[src/rtl/lbu_pkg.sv]
package lbu_pkg;
  localparam int LBU_CNT_W    = 32;
  localparam int LBU_NARROW_W = 16;
  localparam int LBU_IP_W     = 16;
  localparam int LBU_DISP_W   = 8;
  localparam int LBU_INSN_LEN = 2;

  typedef enum logic {
    CNT_NARROW = 1'b0,
    CNT_WIDE   = 1'b1
  } cnt_mode_e;
endpackage

[src/rtl/lbu_count_reg.sv]
module lbu_count_reg
  import lbu_pkg::*;
#(
  parameter int CNT_W    = LBU_CNT_W,
  parameter int NARROW_W = LBU_NARROW_W
) (
  input  logic             clk,
  input  logic             rst_n,
  input  logic             wide,
  input  logic             load_en,
  input  logic [CNT_W-1:0] load_val,
  input  logic             dec_en,
  output logic [CNT_W-1:0] count,
  output logic [CNT_W-1:0] dec_next,
  output logic             dec_zero
);
  localparam int UPPER_W = CNT_W - NARROW_W;

  function automatic logic [CNT_W-1:0] step_down(input logic [CNT_W-1:0] cur,
                                                 input cnt_mode_e mode);
    logic [NARROW_W-1:0] low;
    low = cur[NARROW_W-1:0] - NARROW_W'(1);
    if (mode == CNT_WIDE) return cur - CNT_W'(1);
    else                  return {cur[CNT_W-1:NARROW_W], low};
  endfunction

  function automatic logic is_spent(input logic [CNT_W-1:0] val,
                                    input cnt_mode_e mode);
    if (mode == CNT_WIDE) return (val == '0);
    else                  return (val[NARROW_W-1:0] == '0);
  endfunction

  cnt_mode_e mode;
  assign mode     = cnt_mode_e'(wide);
  assign dec_next = step_down(count, mode);
  assign dec_zero = is_spent(dec_next, mode);

  always_ff @(posedge clk) begin
    if (!rst_n)       count <= '0;
    else if (load_en) count <= load_val;
    else if (dec_en)  count <= dec_next;
  end

  if (UPPER_W <= 0) begin : g_bad_width
    initial $error("lbu_count_reg: CNT_W must exceed NARROW_W");
  end
endmodule

[src/rtl/lbu_target_calc.sv]
module lbu_target_calc
  import lbu_pkg::*;
#(
  parameter int IP_W     = LBU_IP_W,
  parameter int DISP_W   = LBU_DISP_W,
  parameter int INSN_LEN = LBU_INSN_LEN
) (
  input  logic [IP_W-1:0]   ip,
  input  logic [DISP_W-1:0] disp,
  output logic [IP_W-1:0]   fall_ip,
  output logic [IP_W-1:0]   jump_ip
);
  localparam int EXT_W = IP_W - DISP_W;

  function automatic logic [IP_W-1:0] widen_signed(input logic [DISP_W-1:0] d);
    return {{EXT_W{d[DISP_W-1]}}, d};
  endfunction

  function automatic logic [IP_W-1:0] after_insn(input logic [IP_W-1:0] p);
    return p + IP_W'(INSN_LEN);
  endfunction

  assign fall_ip = after_insn(ip);
  assign jump_ip = fall_ip + widen_signed(disp);
endmodule

[src/rtl/loop_branch_unit.sv]
module loop_branch_unit
  import lbu_pkg::*;
#(
  parameter int CNT_W    = LBU_CNT_W,
  parameter int NARROW_W = LBU_NARROW_W,
  parameter int IP_W     = LBU_IP_W,
  parameter int DISP_W   = LBU_DISP_W,
  parameter int INSN_LEN = LBU_INSN_LEN
) (
  input  logic              clk,
  input  logic              rst_n,
  input  logic              wide_mode,
  input  logic              ld_valid,
  input  logic [CNT_W-1:0]  ld_value,
  input  logic              cmd_valid,
  output logic              cmd_ready,
  input  logic [IP_W-1:0]   cmd_ip,
  input  logic [DISP_W-1:0] cmd_disp,
  output logic              res_valid,
  output logic              res_taken,
  output logic [IP_W-1:0]   res_next_ip,
  output logic [CNT_W-1:0]  count_out
);
  logic             cmd_accept;
  logic [CNT_W-1:0] dec_next;
  logic             dec_zero;
  logic             loop_continue;
  logic [IP_W-1:0]  fall_ip;
  logic [IP_W-1:0]  jump_ip;

  assign cmd_ready     = !res_valid && !ld_valid;
  assign cmd_accept    = cmd_valid && cmd_ready;
  assign loop_continue = !dec_zero;

  lbu_count_reg #(.CNT_W(CNT_W), .NARROW_W(NARROW_W)) u_count (
    .clk      (clk),
    .rst_n    (rst_n),
    .wide     (wide_mode),
    .load_en  (ld_valid),
    .load_val (ld_value),
    .dec_en   (cmd_accept),
    .count    (count_out),
    .dec_next (dec_next),
    .dec_zero (dec_zero)
  );

  lbu_target_calc #(.IP_W(IP_W), .DISP_W(DISP_W), .INSN_LEN(INSN_LEN)) u_target (
    .ip      (cmd_ip),
    .disp    (cmd_disp),
    .fall_ip (fall_ip),
    .jump_ip (jump_ip)
  );

  always_ff @(posedge clk) begin
    if (!rst_n) begin
      res_valid   <= 1'b0;
      res_taken   <= 1'b0;
      res_next_ip <= '0;
    end else begin
      res_valid <= cmd_accept;
      if (cmd_accept) begin
        res_taken   <= loop_continue;
        res_next_ip <= loop_continue ? jump_ip : fall_ip;
      end
    end
  end
endmodule

[config.mk]
export PLATFORM = sky130hd
export DESIGN_NAME = loop_branch_unit
export DESIGN_NICKNAME = d
export VERILOG_FILES = /design/src/rtl/lbu_pkg.sv /design/src/rtl/lbu_count_reg.sv /design/src/rtl/lbu_target_calc.sv /design/src/rtl/loop_branch_unit.sv
export SDC_FILE = /design/constraint.sdc
export NUM_CORES = 1
export LEC_CHECK = 0
export CAP_MARGIN = 0
export CORE_AREA = 3 3 80 138
export CTS_CLUSTER_SIZE = 24
export DETAILED_ROUTE_END_ITERATION = 7
export DIE_AREA = 0 0 83 141
export PLACE_DENSITY_LB_ADDON = 0.12
export RECOVER_POWER = 100
export SYNTH_ARGS = -nofsm -noshare
export SYNTH_HDL_FRONTEND = slang
export SYNTH_HIERARCHICAL = 1
export SYNTH_SLANG_ARGS = --single-unit
[constraint.sdc]
create_clock -name clk -period 3.9 [get_ports clk]
set_input_delay 0.975 -clock clk [delete_from_list [all_inputs] [get_ports clk]]
set_output_delay 0.975 -clock clk [all_outputs]
set_load 0.05 [all_outputs]
## After elaboration in Yosys (flattened, before gate mapping)

Index checks and enable logic that the tools add are counted.

| storage, ports and cells | value |
|---|---|
| flip-flop bits (word level) | 50 |
| bits of input ports | 61 |
| word-level logic and storage cells | 21 |

| cells by class | value |
|---|---|
| $add $sub $neg | 4 |
| multiplexer cells | 5 |
| reductions and logical operators | 8 |

Operator list:

| kind | number |
|---|---|
| $mux 32 | 3 |
| $logic_not 32->1 | 1 |
| $sub 32x1->32 const B | 1 |
| $add 16x16->16 | 1 |
| $add 16x2->16 const B | 1 |
| $logic_not 16->1 | 1 |
| $mux 16 | 1 |
| $sub 16x1->16 const B | 1 |
| $logic_not 1->1 | 3 |
| $logic_and 1x1->1 | 2 |
| $reduce_bool 2->1 | 1 |
| $mux 1 | 1 |

## Depth between registers and ports, before layout

| logic depth | value |
|---|---|
| depth after elaboration | 5 |
| gate-level depth with buffers | 14 |

## Modules after synthesis

The synthesis kept the hierarchy.

Modules (own cells, without submodules):

| module | times used | cells an instance | area each (um2) | seq. area each (um2) |
|---|---|---|---|---|
| lbu_count_reg | 1 | 338 | 2496.1 | 640.6 |
| loop_branch_unit | 1 | 102 | 1069.8 | 360.3 |
| lbu_target_calc | 1 | 130 | 975.9 | 0.0 |

## Worst setup path after synthesis

No wires, ideal clock.

| timing | value |
|---|---|
| path kind | register -> register |
| from | register u_count.count[4] |
| to | register res_next_ip[0] |
| library setup time | 128 ps |
| arrival time | 4043 ps |
| setup slack | -270 ps |
| stages on the path, launching flop included | 15 |
| buffers on the path | 5 |
| period minus slack after synthesis | 4170 ps |
| cells stage by stage | dfxtp_1 -> buf_6 -> or4_4 -> buf_6 -> or4_4 -> buf_6 -> or3_1 -> xnor2_1 -> nand4bb_1 -> or4_1 -> a211oi_2 -> buf_4 -> buf_4 -> mux2i_1 -> o211ai_2 |

| between the ends | value |
|---|---|
| longest elaborated chain between the ends | 5 |

RTL lines:

| element | RTL line | text |
|---|---|---|
| start, declared | lbu_count_reg.sv:13 | `output logic [CNT_W-1:0] count,` |
| start signal, assigned | lbu_count_reg.sv:40 | `else if (load_en) count <= load_val;` |
| start signal, assigned | lbu_count_reg.sv:41 | `else if (dec_en) count <= dec_next;` |
| $sub 32x1->32 | lbu_count_reg.sv:23 | `if (mode == CNT_WIDE) return cur - CNT_W'(1);` |
| $mux 32 | lbu_count_reg.sv:23 |  |
| via dec_next[17] | loop_branch_unit.sv:25 | `logic [CNT_W-1:0] dec_next;` |
| $logic_not 32->1 | lbu_count_reg.sv:29 | `if (mode == CNT_WIDE) return (val == '0);` |
| $mux 1 | lbu_count_reg.sv:29 |  |
| via dec_zero | loop_branch_unit.sv:26 | `logic dec_zero;` |
| $mux 16 | loop_branch_unit.sv:63 | `res_next_ip <= loop_continue ? jump_ip : fall_ip;` |
| end signal, assigned | loop_branch_unit.sv:63 |  |
| end, declared | loop_branch_unit.sv:21 | `output logic [IP_W-1:0] res_next_ip,` |

The timed path passes the listed nets, and every way through them passes these cells.
A chain may end at the register's enable or synchronous reset.

## Worst setup path after layout

| timing | value |
|---|---|
| from | input wide_mode |
| to | register res_next_ip[4] |

| between the ends | value |
|---|---|
| longest elaborated chain between the ends | 4 |

RTL lines:

| element | RTL line | text |
|---|---|---|
| start, declared | loop_branch_unit.sv:12 | `input logic wide_mode,` |
| $mux 32 | lbu_count_reg.sv:23 |  |
| $logic_not 32->1 / $logic_not 16->1 (equally long branches) | lbu_count_reg.sv:29, lbu_count_reg.sv:30 |  |
| $mux 1 * | lbu_count_reg.sv:29 |  |
| via dec_zero | loop_branch_unit.sv:26 |  |
| $mux 16 * | loop_branch_unit.sv:63 |  |

The timed path passes the listed nets; every way through them passes the cells marked *.

==> reports/qor.csv <==
metric,value,unit
status,finished with violations,
failing checks,capacitance limit,
met3 Use GR,3.04,%
cell count of the worst reg-to-reg path,10,
syn nets,636,
CP arrival,3940,ps
startpoint types,input port,
Root Driver,clkbuf_16,
post-DR wirelength/cell,16.7,um
Final Non-Filler Cells,807,
total power,1.96,mW
Final setup viols,0,
synthesized area per cell,8.04,sq um
Setup Skew,7.66,ps
Final #Nets,764,
initial DRC count,144,
Layout area overhead,38.0,%
CP bufs+invs,2,
Slew HR,0.548,%
Cells after Synth,553,
DRT Pass-1 Iters,6,
worst-path cell chain,clkdlybuf4s50_1 > nor2b_2 > nand4_1 > nor4_1 > nor2b_1 > o31a_1 > or4_1 > a211oi_4 > buf_12 > mux2i_1 > o211ai_2,
CP Depth,11,
Final ANT Viol Nets,0,
chip height,141,um
clk_lat worst skew,300,ps
Setup crit end,res_next_ip[4],
max-cap check violation count,1,
Final period util,96.9,%
Die W,83,um
Core Area,9970,sq um
Max stage delay on crit path,560,ps
Fmax,265,MHz
largest net degree at the start of global routing,82,
GRT met2 Usage,45.9,%
Initial Util,44.6,%
routed vias/inst,5.54,
CTS sink count,50,
first-pass GRT wire length,21.7,mm
total gr overflow,0,
FF-to-FF setup slack,140,ps
Worst Tran Pin Value,1490,ps
Slew Limit Fails,0,
maximum root-to-sink buffer count,2,
pwr dens,319,nW/um^2
Vias,4467,
n_diodes,0,
critical path's slowest cell,or4_1,
Netlist Area Pre-Place,4440,sq um
GRT Overall Usage,22.6,%
"CTS clk-pin slew, worst paths",70,ps
global routing's busiest layer,met2,
maximum vdd drop,0.188,mV
# DRC,0,
RePlAce Congestion,0.915,
CTS tree,yes,
crit-path leading delay family,simple AND/OR/NAND/NOR gates,
worst hold path class,reg -> reg,
yosys warns,6,
Leakage Power,2.49,nW
initial antenna violation count,0,
CP max FO,17,
PortBufs,111,
Post-CTS Setup Repair Bufs,0,
"Data required, critical path",4060,ps
Critical Path End Type,register,
hpwl dp,10.5,mm
die area,11700,sq um
cts bufs inserted,5,
hold path cells,2,
placed insts,799,
RR Startpoint,u_count/count[4],
worst setup path start,wide_mode,
reg2reg end,res_next_ip[4],
final wirelength,13.4,mm
setup_tns,0,ps
CTS H-Tree Depth,2,
RSZ-0062 raised after global routing,true,
IO Pins,112,
share of cells above drive strength 1,13.6,%
Final Hold Violating Endpoints,0,
grt met1 use,22.4,%
Setup CP Type,in -> reg,
crit path time final,3780,ps
number of core rows,48,
vias in the first global route,4436,
registers in the layout (all words and copies together) (netlist names):
name           count
res_taken          1
res_valid          1
u_count/count     32
res_next_ip       16
where the power goes:
| group | total (mW) | leakage [nW] | switching, mW | internal, mW |
|---|---|---|---|---|
| Sequential | 0.607 | 0.413 | 0.0553 | 0.552 |
| Clock | 0.563 | 0.0953 | 0.203 | 0.360 |
| Combinational | 0.789 | 1.98 | 0.449 | 0.339 |
| Total | 1.96 | 2.49 | 0.708 | 1.25 |
worst min-delay path by stage:
stage,end,startpoint,slack (ps)
2_1_floorplan,res_taken,res_taken,670
3_3_place_gp,res_taken,res_taken,470
3_5_place_dp,res_taken,res_taken,480
4_1_cts,res_taken,res_taken,490
5_1_grt,res_taken,res_taken,510
6_report,res_taken,res_taken,480
layout by cell type, fill, tap and decap left out, types with 18 or more instances in the layout:
| master | count |
|---|---|
| clkdlybuf4s50_1 | 59 |
| xor2_1 | 42 |
| and2_0 | 19 |
| nor2_1 | 25 |
| o21ai_0 | 28 |
| dfxtp_1 | 47 |
| xnor2_1 | 33 |
| nand2_1 | 52 |
| a21oi_1 | 20 |
| nand3b_1 | 18 |
| ha_1 | 20 |
| buf_4 | 47 |
| dlygate4sd3_1 | 50 |
| o211ai_1 | 24 |
timing repair:
action	in CTS	in global routing
setup endpoints to repair	0	16
gates resized for setup	0	12
hold buffers	0	0
worst register-to-register path, stage by stage, from the launching register on:
cell       delay (ps)
dfxtp_4           370
or4_4             590
or4_4             610
or3_4             370
xnor2_1           130
nand4bb_1         180
or4_1             530
a211oi_4          290
buf_12            210
mux2i_1           260
o211ai_2           90
final cells by class:
type | count | area [sq um]
Clock inverter | 1 | 30.0
Clock buffer | 7 | 164
Sequential cell | 50 | 1010
Multi-Input combinational cell | 451 | 3250
Timing Repair Buffer | 161 | 1480
Fill cell | 925 | 3840
Inverter | 12 | 45.0
Tap cell | 125 | 156
routing by layer:
layer / routed length, um / vias to the layer above
met5: 0 / -
met2: 7570 / 115
met1: 5000 / 2094
li1: - / 2232
met4: 412 / 0
met3: 457 / 26
metrics by stage:
step                      util [%]  instance area [sq um]  setup WS (ps)  hold WS [ps]
after CTS                     61.0                   6080           38.7           492
after floorplan                  -                   4460           14.2           670
final                         61.5                   6130            120           482
after global routing          61.5                   6130          -33.8           515
after global placement        59.1                   5890           -204           470
after detailed placement      59.1                   5890           -256           482
No activity file was read; power rests on OpenSTA's default activity.
